File: src/rtl/pwr_gate_pkg.sv
package pwr_gate_pkg;
  localparam int unsigned WORD_W   = 32;
  localparam int unsigned NPERIPH  = 6;   // uart0, uart1, usb, gpio, timer, qspi
  localparam int unsigned NWAKE    = 3;   // uart0, uart1, usb
  localparam int unsigned PDN_LSB  = 16;
  localparam int unsigned WK_LSB   = 8;
  localparam int unsigned ARM_BIT  = 5;
  localparam int unsigned NIRQ     = 6;

  typedef enum logic {ST_RUN = 1'b0, ST_STOP = 1'b1} stop_st_e;

  // Bits software may change in the control word.
  function automatic logic [WORD_W-1:0] ctl_wr_mask();
    logic [WORD_W-1:0] m;
    m = '0;
    for (int i = 0; i < int'(NPERIPH); i++) m[PDN_LSB+i] = 1'b1;
    for (int i = 0; i < int'(NWAKE); i++)   m[WK_LSB+i]  = 1'b1;
    m[ARM_BIT] = 1'b1;
    return m;
  endfunction

  // Next control word: write first, then hardware wake clears win.
  function automatic logic [WORD_W-1:0] ctl_next(
    input logic [WORD_W-1:0] cur,
    input logic              wr,
    input logic [WORD_W-1:0] wdata,
    input logic [NWAKE-1:0]  clr
  );
    logic [WORD_W-1:0] n;
    n = wr ? (wdata & ctl_wr_mask()) : cur;
    for (int i = 0; i < int'(NWAKE); i++)
      if (clr[i]) n[PDN_LSB+i] = 1'b0;
    return n;
  endfunction
endpackage

File: src/rtl/pwr_sync.sv
module pwr_sync #(
  parameter int unsigned W      = 1,
  parameter int unsigned STAGES = 2
) (
  input  logic         clk,
  input  logic         rst_n,
  input  logic [W-1:0] async_i,
  output logic [W-1:0] lvl_o
);
  logic [W-1:0] stg_q [STAGES];

  always_ff @(posedge clk or negedge rst_n) begin
    if (!rst_n) begin
      for (int s = 0; s < int'(STAGES); s++) stg_q[s] <= '0;
    end else begin
      stg_q[0] <= async_i;
      for (int s = 1; s < int'(STAGES); s++) stg_q[s] <= stg_q[s-1];
    end
  end

  assign lvl_o = stg_q[STAGES-1];
endmodule

File: src/rtl/pwr_ctl_reg.sv
module pwr_ctl_reg
  import pwr_gate_pkg::*;
(
  input  logic                clk,
  input  logic                rst_n,
  input  logic                wr_en_i,
  input  logic [WORD_W-1:0]   wdata_i,
  input  logic [NWAKE-1:0]    wake_chg_i,
  output logic [NWAKE-1:0]    wake_clr_o,
  output logic [NPERIPH-1:0]  pdn_o,
  output logic                arm_o,
  output logic [WORD_W-1:0]   rdata_o
);
  localparam logic [WORD_W-1:0] MASK = ctl_wr_mask();

  logic [WORD_W-1:0] ctl_q;
  logic [NWAKE-1:0]  wk;
  logic [NWAKE-1:0]  armed;

  assign pdn_o  = ctl_q[PDN_LSB +: NPERIPH];
  assign wk     = ctl_q[WK_LSB +: NWAKE];
  assign arm_o  = ctl_q[ARM_BIT];
  assign armed  = pdn_o[NWAKE-1:0] & wk;
  assign wake_clr_o = armed & wake_chg_i;
  assign rdata_o = ctl_q;

  always_ff @(posedge clk or negedge rst_n) begin
    if (!rst_n) ctl_q <= '0;
    else        ctl_q <= ctl_next(ctl_q, wr_en_i, wdata_i, wake_clr_o);
  end

  AST_RSVD_READ_ZERO: assert property (@(posedge clk) disable iff (!rst_n)
    (rdata_o & ~MASK) == '0);
  AST_WAKE_CLEARS_PDN: assert property (@(posedge clk) disable iff (!rst_n)
    (|wake_clr_o) |=> ((pdn_o[NWAKE-1:0] & $past(wake_clr_o)) == '0));
  AST_PDN_FALL_CAUSE: assert property (@(posedge clk) disable iff (!rst_n)
    (|($past(pdn_o) & ~pdn_o)) |-> ($past(wr_en_i) || (|$past(wake_clr_o))));
endmodule

File: src/rtl/pwr_stop_seq.sv
module pwr_stop_seq
  import pwr_gate_pkg::*;
(
  input  logic clk,
  input  logic rst_n,
  input  logic act_wr_i,
  input  logic arm_i,
  input  logic irq_seen_i,
  output logic stopped_o
);
  stop_st_e st_q, st_n;

  always_comb begin
    st_n = st_q;
    case (st_q)
      ST_RUN:  if (act_wr_i && arm_i) st_n = ST_STOP;
      ST_STOP: if (irq_seen_i)        st_n = ST_RUN;
      default: st_n = ST_RUN;
    endcase
  end

  always_ff @(posedge clk or negedge rst_n) begin
    if (!rst_n) st_q <= ST_RUN;
    else        st_q <= st_n;
  end

  assign stopped_o = (st_q == ST_STOP);

  AST_STOP_NEEDS_ARM: assert property (@(posedge clk) disable iff (!rst_n)
    $rose(stopped_o) |-> $past(arm_i && act_wr_i));
  AST_STOP_EXITS_ON_IRQ: assert property (@(posedge clk) disable iff (!rst_n)
    (stopped_o && irq_seen_i) |=> !stopped_o);
  AST_STOP_HOLDS: assert property (@(posedge clk) disable iff (!rst_n)
    (stopped_o && !irq_seen_i) |=> stopped_o);
endmodule

File: src/rtl/pwr_gate_ctrl.sv
module pwr_gate_ctrl
  import pwr_gate_pkg::*;
#(
  parameter int unsigned SYNC_STAGES = 2
) (
  input  logic              clk,
  input  logic              rst_n,
  input  logic              bus_wr_i,
  input  logic              bus_sel_i,
  input  logic [31:0]       bus_wdata_i,
  output logic [31:0]       bus_rdata_o,
  input  logic              uart0_rx_i,
  input  logic              uart1_rx_i,
  input  logic              usb_dp_i,
  input  logic              usb_wake_i,
  input  logic [5:0]        ext_irq_i,
  output logic [5:0]        clk_en_o,
  output logic              stop_o,
  output logic              dbus_low_o,
  output logic              busctl_neg_o
);
  localparam int unsigned NLINES = 4; // uart0, uart1, usb_dp, usb_wake

  logic [NLINES-1:0]  line_raw, line_lvl, line_prev_q, line_chg;
  logic [NWAKE-1:0]   wake_chg;
  logic [NWAKE-1:0]   wake_clr;
  logic [NIRQ-1:0]    irq_lvl;
  logic               irq_seen;
  logic               ctl_wr, act_wr;
  logic [NPERIPH-1:0] pdn;
  logic               arm;
  logic               stopped;

  assign ctl_wr   = bus_wr_i && !bus_sel_i;
  assign act_wr   = bus_wr_i &&  bus_sel_i;
  assign line_raw = {usb_wake_i, usb_dp_i, uart1_rx_i, uart0_rx_i};

  pwr_sync #(.W(NLINES), .STAGES(SYNC_STAGES)) u_line_sync (
    .clk(clk), .rst_n(rst_n), .async_i(line_raw), .lvl_o(line_lvl));

  pwr_sync #(.W(NIRQ), .STAGES(SYNC_STAGES)) u_irq_sync (
    .clk(clk), .rst_n(rst_n), .async_i(ext_irq_i), .lvl_o(irq_lvl));

  generate
    for (genvar g = 0; g < int'(NLINES); g++) begin : g_edge
      always_ff @(posedge clk or negedge rst_n) begin
        if (!rst_n) line_prev_q[g] <= 1'b0;
        else        line_prev_q[g] <= line_lvl[g];
      end
      assign line_chg[g] = line_lvl[g] ^ line_prev_q[g];
    end
  endgenerate

  assign wake_chg = {line_chg[3] | line_chg[2], line_chg[1], line_chg[0]};
  assign irq_seen = |irq_lvl;

  pwr_ctl_reg u_ctl (
    .clk(clk), .rst_n(rst_n), .wr_en_i(ctl_wr), .wdata_i(bus_wdata_i),
    .wake_chg_i(wake_chg), .wake_clr_o(wake_clr), .pdn_o(pdn),
    .arm_o(arm), .rdata_o(bus_rdata_o));

  pwr_stop_seq u_stop (
    .clk(clk), .rst_n(rst_n), .act_wr_i(act_wr), .arm_i(arm),
    .irq_seen_i(irq_seen), .stopped_o(stopped));

  assign clk_en_o     = stopped ? '0 : ~pdn;
  assign stop_o       = stopped;
  assign dbus_low_o   = stopped;
  assign busctl_neg_o = stopped;

  AST_STOP_GATES_CLOCKS: assert property (@(posedge clk) disable iff (!rst_n)
    stop_o |-> (clk_en_o == '0 && dbus_low_o && busctl_neg_o));
  AST_WAKE_ONLY_WHEN_CHANGED: assert property (@(posedge clk) disable iff (!rst_n)
    (|wake_clr) |-> (|line_chg));
  AST_USB_ANY_SOURCE: assert property (@(posedge clk) disable iff (!rst_n)
    (wake_clr[2]) |-> (line_chg[2] || line_chg[3]));
endmodule

File: config.mk
export PLATFORM = sky130hd
export DESIGN_NAME = pwr_gate_ctrl
export DESIGN_NICKNAME = d
export VERILOG_FILES = /design/src/rtl/pwr_gate_pkg.sv /design/src/rtl/pwr_sync.sv /design/src/rtl/pwr_ctl_reg.sv /design/src/rtl/pwr_stop_seq.sv /design/src/rtl/pwr_gate_ctrl.sv
export SDC_FILE = /design/constraint.sdc
export NUM_CORES = 1
export LEC_CHECK = 0
export ABC_AREA = 1
export BUFFER_PORTS_ARGS = -buffer_cell sky130_fd_sc_hd__clkbuf_2
export CORE_MARGIN = 3
export CORE_UTILIZATION = 45
export CTS_BUF_LIST = sky130_fd_sc_hd__clkbuf_8 sky130_fd_sc_hd__clkbuf_16
export DETAILED_ROUTE_END_ITERATION = 12
export GPL_ROUTABILITY_DRIVEN = 0
export PLACE_DENSITY = 0.86
export SKIP_LAST_GASP = 1
export SLEW_MARGIN = 10
export SYNTH_ARGS = -nofsm -noshare
export SYNTH_HDL_FRONTEND = slang
export SYNTH_SLANG_ARGS = --single-unit
File: constraint.sdc
create_clock -name clk -period 2.2 [get_ports clk]
set_clock_uncertainty 0.15 [all_clocks]
set_input_delay 0.55 -clock clk [delete_from_list [all_inputs] [get_ports clk]]
set_output_delay 0.55 -clock clk [all_outputs]
set_load 0.02 [all_outputs]
* Word level (Yosys, flattened, before mapping)
Index checks and enable logic that the tools add are counted.
** Operators by class
- Muxes and demuxes :: 8
- Bitwise operators :: 9
- Reduce and logical (&&, ||, !) cells :: 8
** Operators with widths (count)
- 2-to-1 mux 19 bit :: 1
- bitwise AND 3 bit :: 2
- 2-to-1 mux 6 bit :: 1
- NOT 6 bit :: 1
- nonzero test 2 bit :: 3
- OR reduction 6 bit :: 1
- 2-to-1 mux 1 bit :: 5
- bitwise XOR 1 bit :: 4
- logical AND 1 bit :: 3
- one-hot mux 1 bit (2 select lines) :: 1
- zero test 1 bit :: 1
- NOT 1 bit :: 1
- bitwise OR 1 bit :: 1
** Word-level totals
- Bits in registers :: 35
- Output and inout port bits :: 41
- Logic and storage cells :: 38

* Depth between registers and ports, before layout
- Depth after elaboration :: 4
- Gate-level depth with buffers :: 7
- Depth with buffers taken out :: 6

* Hierarchy
A second synthesis with hierarchy kept.
** Unflattened totals
- Cell total of the unflattened synthesis :: 152
- Area total of the unflattened synthesis :: 1516.5 um^2
** By module, submodules not included
- pwr_ctl_reg :: times used 1, cells an instance 87, area an instance 670.6 um^2
- pwr_sync at u_irq_sync :: times used 1, cells an instance 18, area an instance 345.3 um^2
- pwr_sync at u_line_sync :: times used 1, cells an instance 12, area an instance 230.2 um^2
- pwr_gate_ctrl :: times used 1, cells an instance 29, area an instance 217.7 um^2
- pwr_stop_seq :: times used 1, cells an instance 6, area an instance 52.6 um^2

* Least setup slack after synthesis
OpenSTA, ideal clock, no wires.
- Path type :: flip-flop to output port
- Start :: register u_stop.st_q, in the netlist u_stop.stopped_o
- End :: output port clk_en_o[0]
- Arrival :: 964 ps
- Data required time :: 1500 ps
- Setup slack :: 536 ps
- Stages on the path, launching flop included :: 3
- Cells stage by stage :: dfrtp_1 -> clkbuf_1 -> nor2_1
** On the way
- Cells in the longest elaborated chain, start to end :: 1
** Ends and longest elaborated chain
- start: declaration :: RTL line pwr_stop_seq.sv:11 : stop_st_e st_q, st_n;
- start signal: assignment :: RTL line pwr_stop_seq.sv:24 : else st_q <= st_n;
- 2-to-1 mux 6 bit :: RTL line pwr_gate_ctrl.sv:66 : assign clk_en_o = stopped ? '0 : ~pdn;
- end: declaration :: RTL line pwr_gate_ctrl.sv:17 : output logic [5:0] clk_en_o,
Every way passes these cells.

* Worst setup path after layout
Ends and elaborated chain as after synthesis.

==> flow_metrics.py <==
metrics = {
    "global_routing": {
        "grt_max_degree": 36,
        "grt_pass1_vias": 795,
        "grt.total_usage": 0.1392,
        "grt_first_pass_wirelength_um": 3546,
        "antenna_found_initial": 0,
        "grt_remaining_overflow": 0,
    },
    "worst_setup_path": {
        "cp_max_fo": 11,
        "crit_type": "reg -> out",
        "crit_arrival_ns": 1.10,
        "critPathTopFamily": "flip-flops",
        "ff2ff_path_depth": 2,
        "cp_slowest_stage_delay_ns": 0.50,
        "reg2reg_setup_slack_ns": 1.18,
        "r2r_start": "u_stop.stopped_o",
        "end_kind": "output pin",
        "cp.buffers_inverters": 1,
        "start_kind": "flip-flop",
        "cp_data_required_time_ns": 1.50,
        "cp_cell_sequence": "nor2_1, clkbuf_2",
        "r2r-end": "u_stop.stopped_o",
        "slowest_stage": "dfrtp_1",
    },
    "job": {
        "drv_cap": 0,
    },
    "detailed_routing": {
        "antenna_left": 0,
        "vias": 885,
        "drt_pass1_iterations": 4,
        "first_iter_violations": 17,
        "drc": 0,
        "drt_wl_total_um": 2281,
        "wl_per_cell_um": 10.91,
        "viasPerCell": 4.234,
    },
    "timing": {
        "tns_ns": 0,
        "rsz0062_at_grt": "no",
        "setup_slack_ns": 0.3978,
        "maxSlewViolCount": 0,
        "hold_viol_final": 0,
        "finalCriticalPeriod_ns": 1.802,
        "setup_violations": 0,
        "post-route-period-util": 0.8192,
        "fmax_mhz": 554.9,
    },
    "clock_network": {
        "cts_hold_buf": 0,
        "cts-root-buf": "clkbuf_8",
        "clock-sinks": 35,
        "cts_resized": 0,
        "cts_inserted_buffers": 5,
        "cts_buffer_depth": 2,
        "path_clk_slew_ns": 0.07,
        "insertion_delay_ns": 0.28,
        "post_cts_buffers": 0,
        "h-tree-depth": 2,
        "cts_tree": "yes",
    },
    "final_layout": {
        "layout.nets": 223,
        "syn_to_final_growth_pct": 15.49,
        "drive_gt1_frac": 0.3034,
        "final_area_um2": 1595,
        "num_antenna_cells": 0,
        "fillCellCount": 267,
    },
    "placed_design": {
        "dp_hpwl_um": 1666,
        "placed_cell_area_um2": 1514,
        "port_buffers": 42,
        "preCtsSetupSlack_ns": 0.6858,
    },
    "synthesis": {
        "async_reset_ff_frac": 1.000,
        "syn-cell-area_um2": 1381,
        "synth.avg_cell_area_um2": 10.39,
        "synth-main-ff-cell": "dfrtp_1",
        "yosysTopAreaCellShare": 0.6341,
        "yosysWarnings": 0,
        "ys_seq_elements": 35,
        "synthTopCellsByArea": "dfrtp_1 63%, buf_4 14%, nand2_1 9.5%",
        "syn_inst": 133,
        "synth-edff-count": 0,
        "yosysSeqAreaShare": 0.6341,
        "synthTopCellsByCount": "35 x dfrtp_1, 35 x nand2_1, 25 x buf_4",
        "ys_types": 17,
        "synth_largest_area_cell": "dfrtp_1",
    },
    "hold_path": {
        "hold_class": "in -> async",
    },
    "pwr": {
        "ir_worst_vdd_v": 0.0006497,
        "p_leak_uw": 0.0009204,
        "powerDensity_nw_per_um2": 870.6,
    },
    "status": {
        "status": "completed",
    },
    "floorplan": {
        "ioPinCount": 87,
        "die_w_um": 61.41,
        "die_area_um2": 3771,
        "die_h_um": 61.41,
        "core_area_um2": 2829,
        "rows": 19,
        "start_util": 0.4883,
    },
}
==> how the worst max path moves through the flow <==
stage / slack, ns / to / startpoint / depth (start not counted)
floorplan: 0.54 / clk_en_o[0] / u_stop.stopped_o / 2
global placement: 0.69 / clk_en_o[1] / u_stop.stopped_o / 2
detailed placement: 0.69 / clk_en_o[0] / u_stop.stopped_o / 2
CTS: 0.37 / clk_en_o[0] / u_stop.stopped_o / 2
global route: 0.29 / clk_en_o[2] / u_stop.stopped_o / 2
finish: 0.40 / clk_en_o[0] / u_stop.stopped_o / 2
==> report_power, final <==
group / leakage, uW / internal, uW / switching (uW)
combinational: 0.000453 / 75.0 / 168
clock: 0.0000505 / 212 / 206
sequential: 0.000417 / 693 / 34.1
==> cell usage in the layout (no fill, tap or decap) <==
master and instances:
nand4_1 1, dfrtp_1 35, nand2_1 35, buf_4 1, o21ai_2 1, nor2_1 9
a21oi_1 3, nand3_1 1, nand2_2 2, o21a_1 2, inv_1 13, conb_1 22
clkbuf_2 42, nor2_4 1, clkbuf_8 5, o21ai_0 3, inv_2 1, clkinv_2 1
==> worst register-to-register path, stage by stage, from the launching register on <==
cell	delay (ns)
dfrtp_1	0.50
nand4_1	0.15
o21ai_0	0.08
==> flip-flops by register name (all words and copies together), names as in the netlist <==
| name | flops |
|---|---|
| line_prev_q | 4 |
| u_line_sync.lvl_o | 4 |
| u_irq_sync.stg_q | 6 |
| u_stop.stopped_o | 1 |
| u_line_sync.stg_q | 4 |
| u_irq_sync.lvl_o | 6 |
| u_ctl.rdata_o | 10 |
==> logic make-up after synthesis <==
group                  Yosys count  share of synthesized area
flip-flops                      35                     0.6341
other                            1                   0.002715
buffers and inverters           39                     0.1793
AO/OA/AOI/OAI                    9                    0.03894
AND/OR/NAND/NOR                 49                     0.1449
==> cell type report <==
type	count	area, um2	area share
clock buffer	5	68.82	0.04314
inverter	12	45.04	0.02824
multi-input combinational	80	336.6	0.2110
clock inverter	3	12.51	0.007843
timing repair buffer	43	217.7	0.1365
tap	31	38.79	0.02431
sequential	35	875.8	0.5490
==> routing by layer <==
metal	global-route usage	up-vias	part of all wire
li1	-	440	-
met1	0.1751	383	0.41
met2	0.1934	60	0.45
met3	0.06918	2	0.12
met4	0.08182	0	0.011
met5	0	-	0
==> through the flow <==
step / cells / hold WS [ns] / util / total power (uW)
3_3_place_gp: 201 / 0.1818 / 0.5352 / 978.4
3_5_place_dp: 201 / 0.1847 / 0.5352 / 986.3
4_1_cts: 209 / 0.1454 / 0.5639 / 1418
2_1_floorplan: 154 / 0.1044 / - / 924.4
5_1_grt: 209 / 0.1731 / 0.5639 / 1477
6_report: 209 / 0.1416 / 0.5639 / 1389
Power figures use the tool's default switching activity.
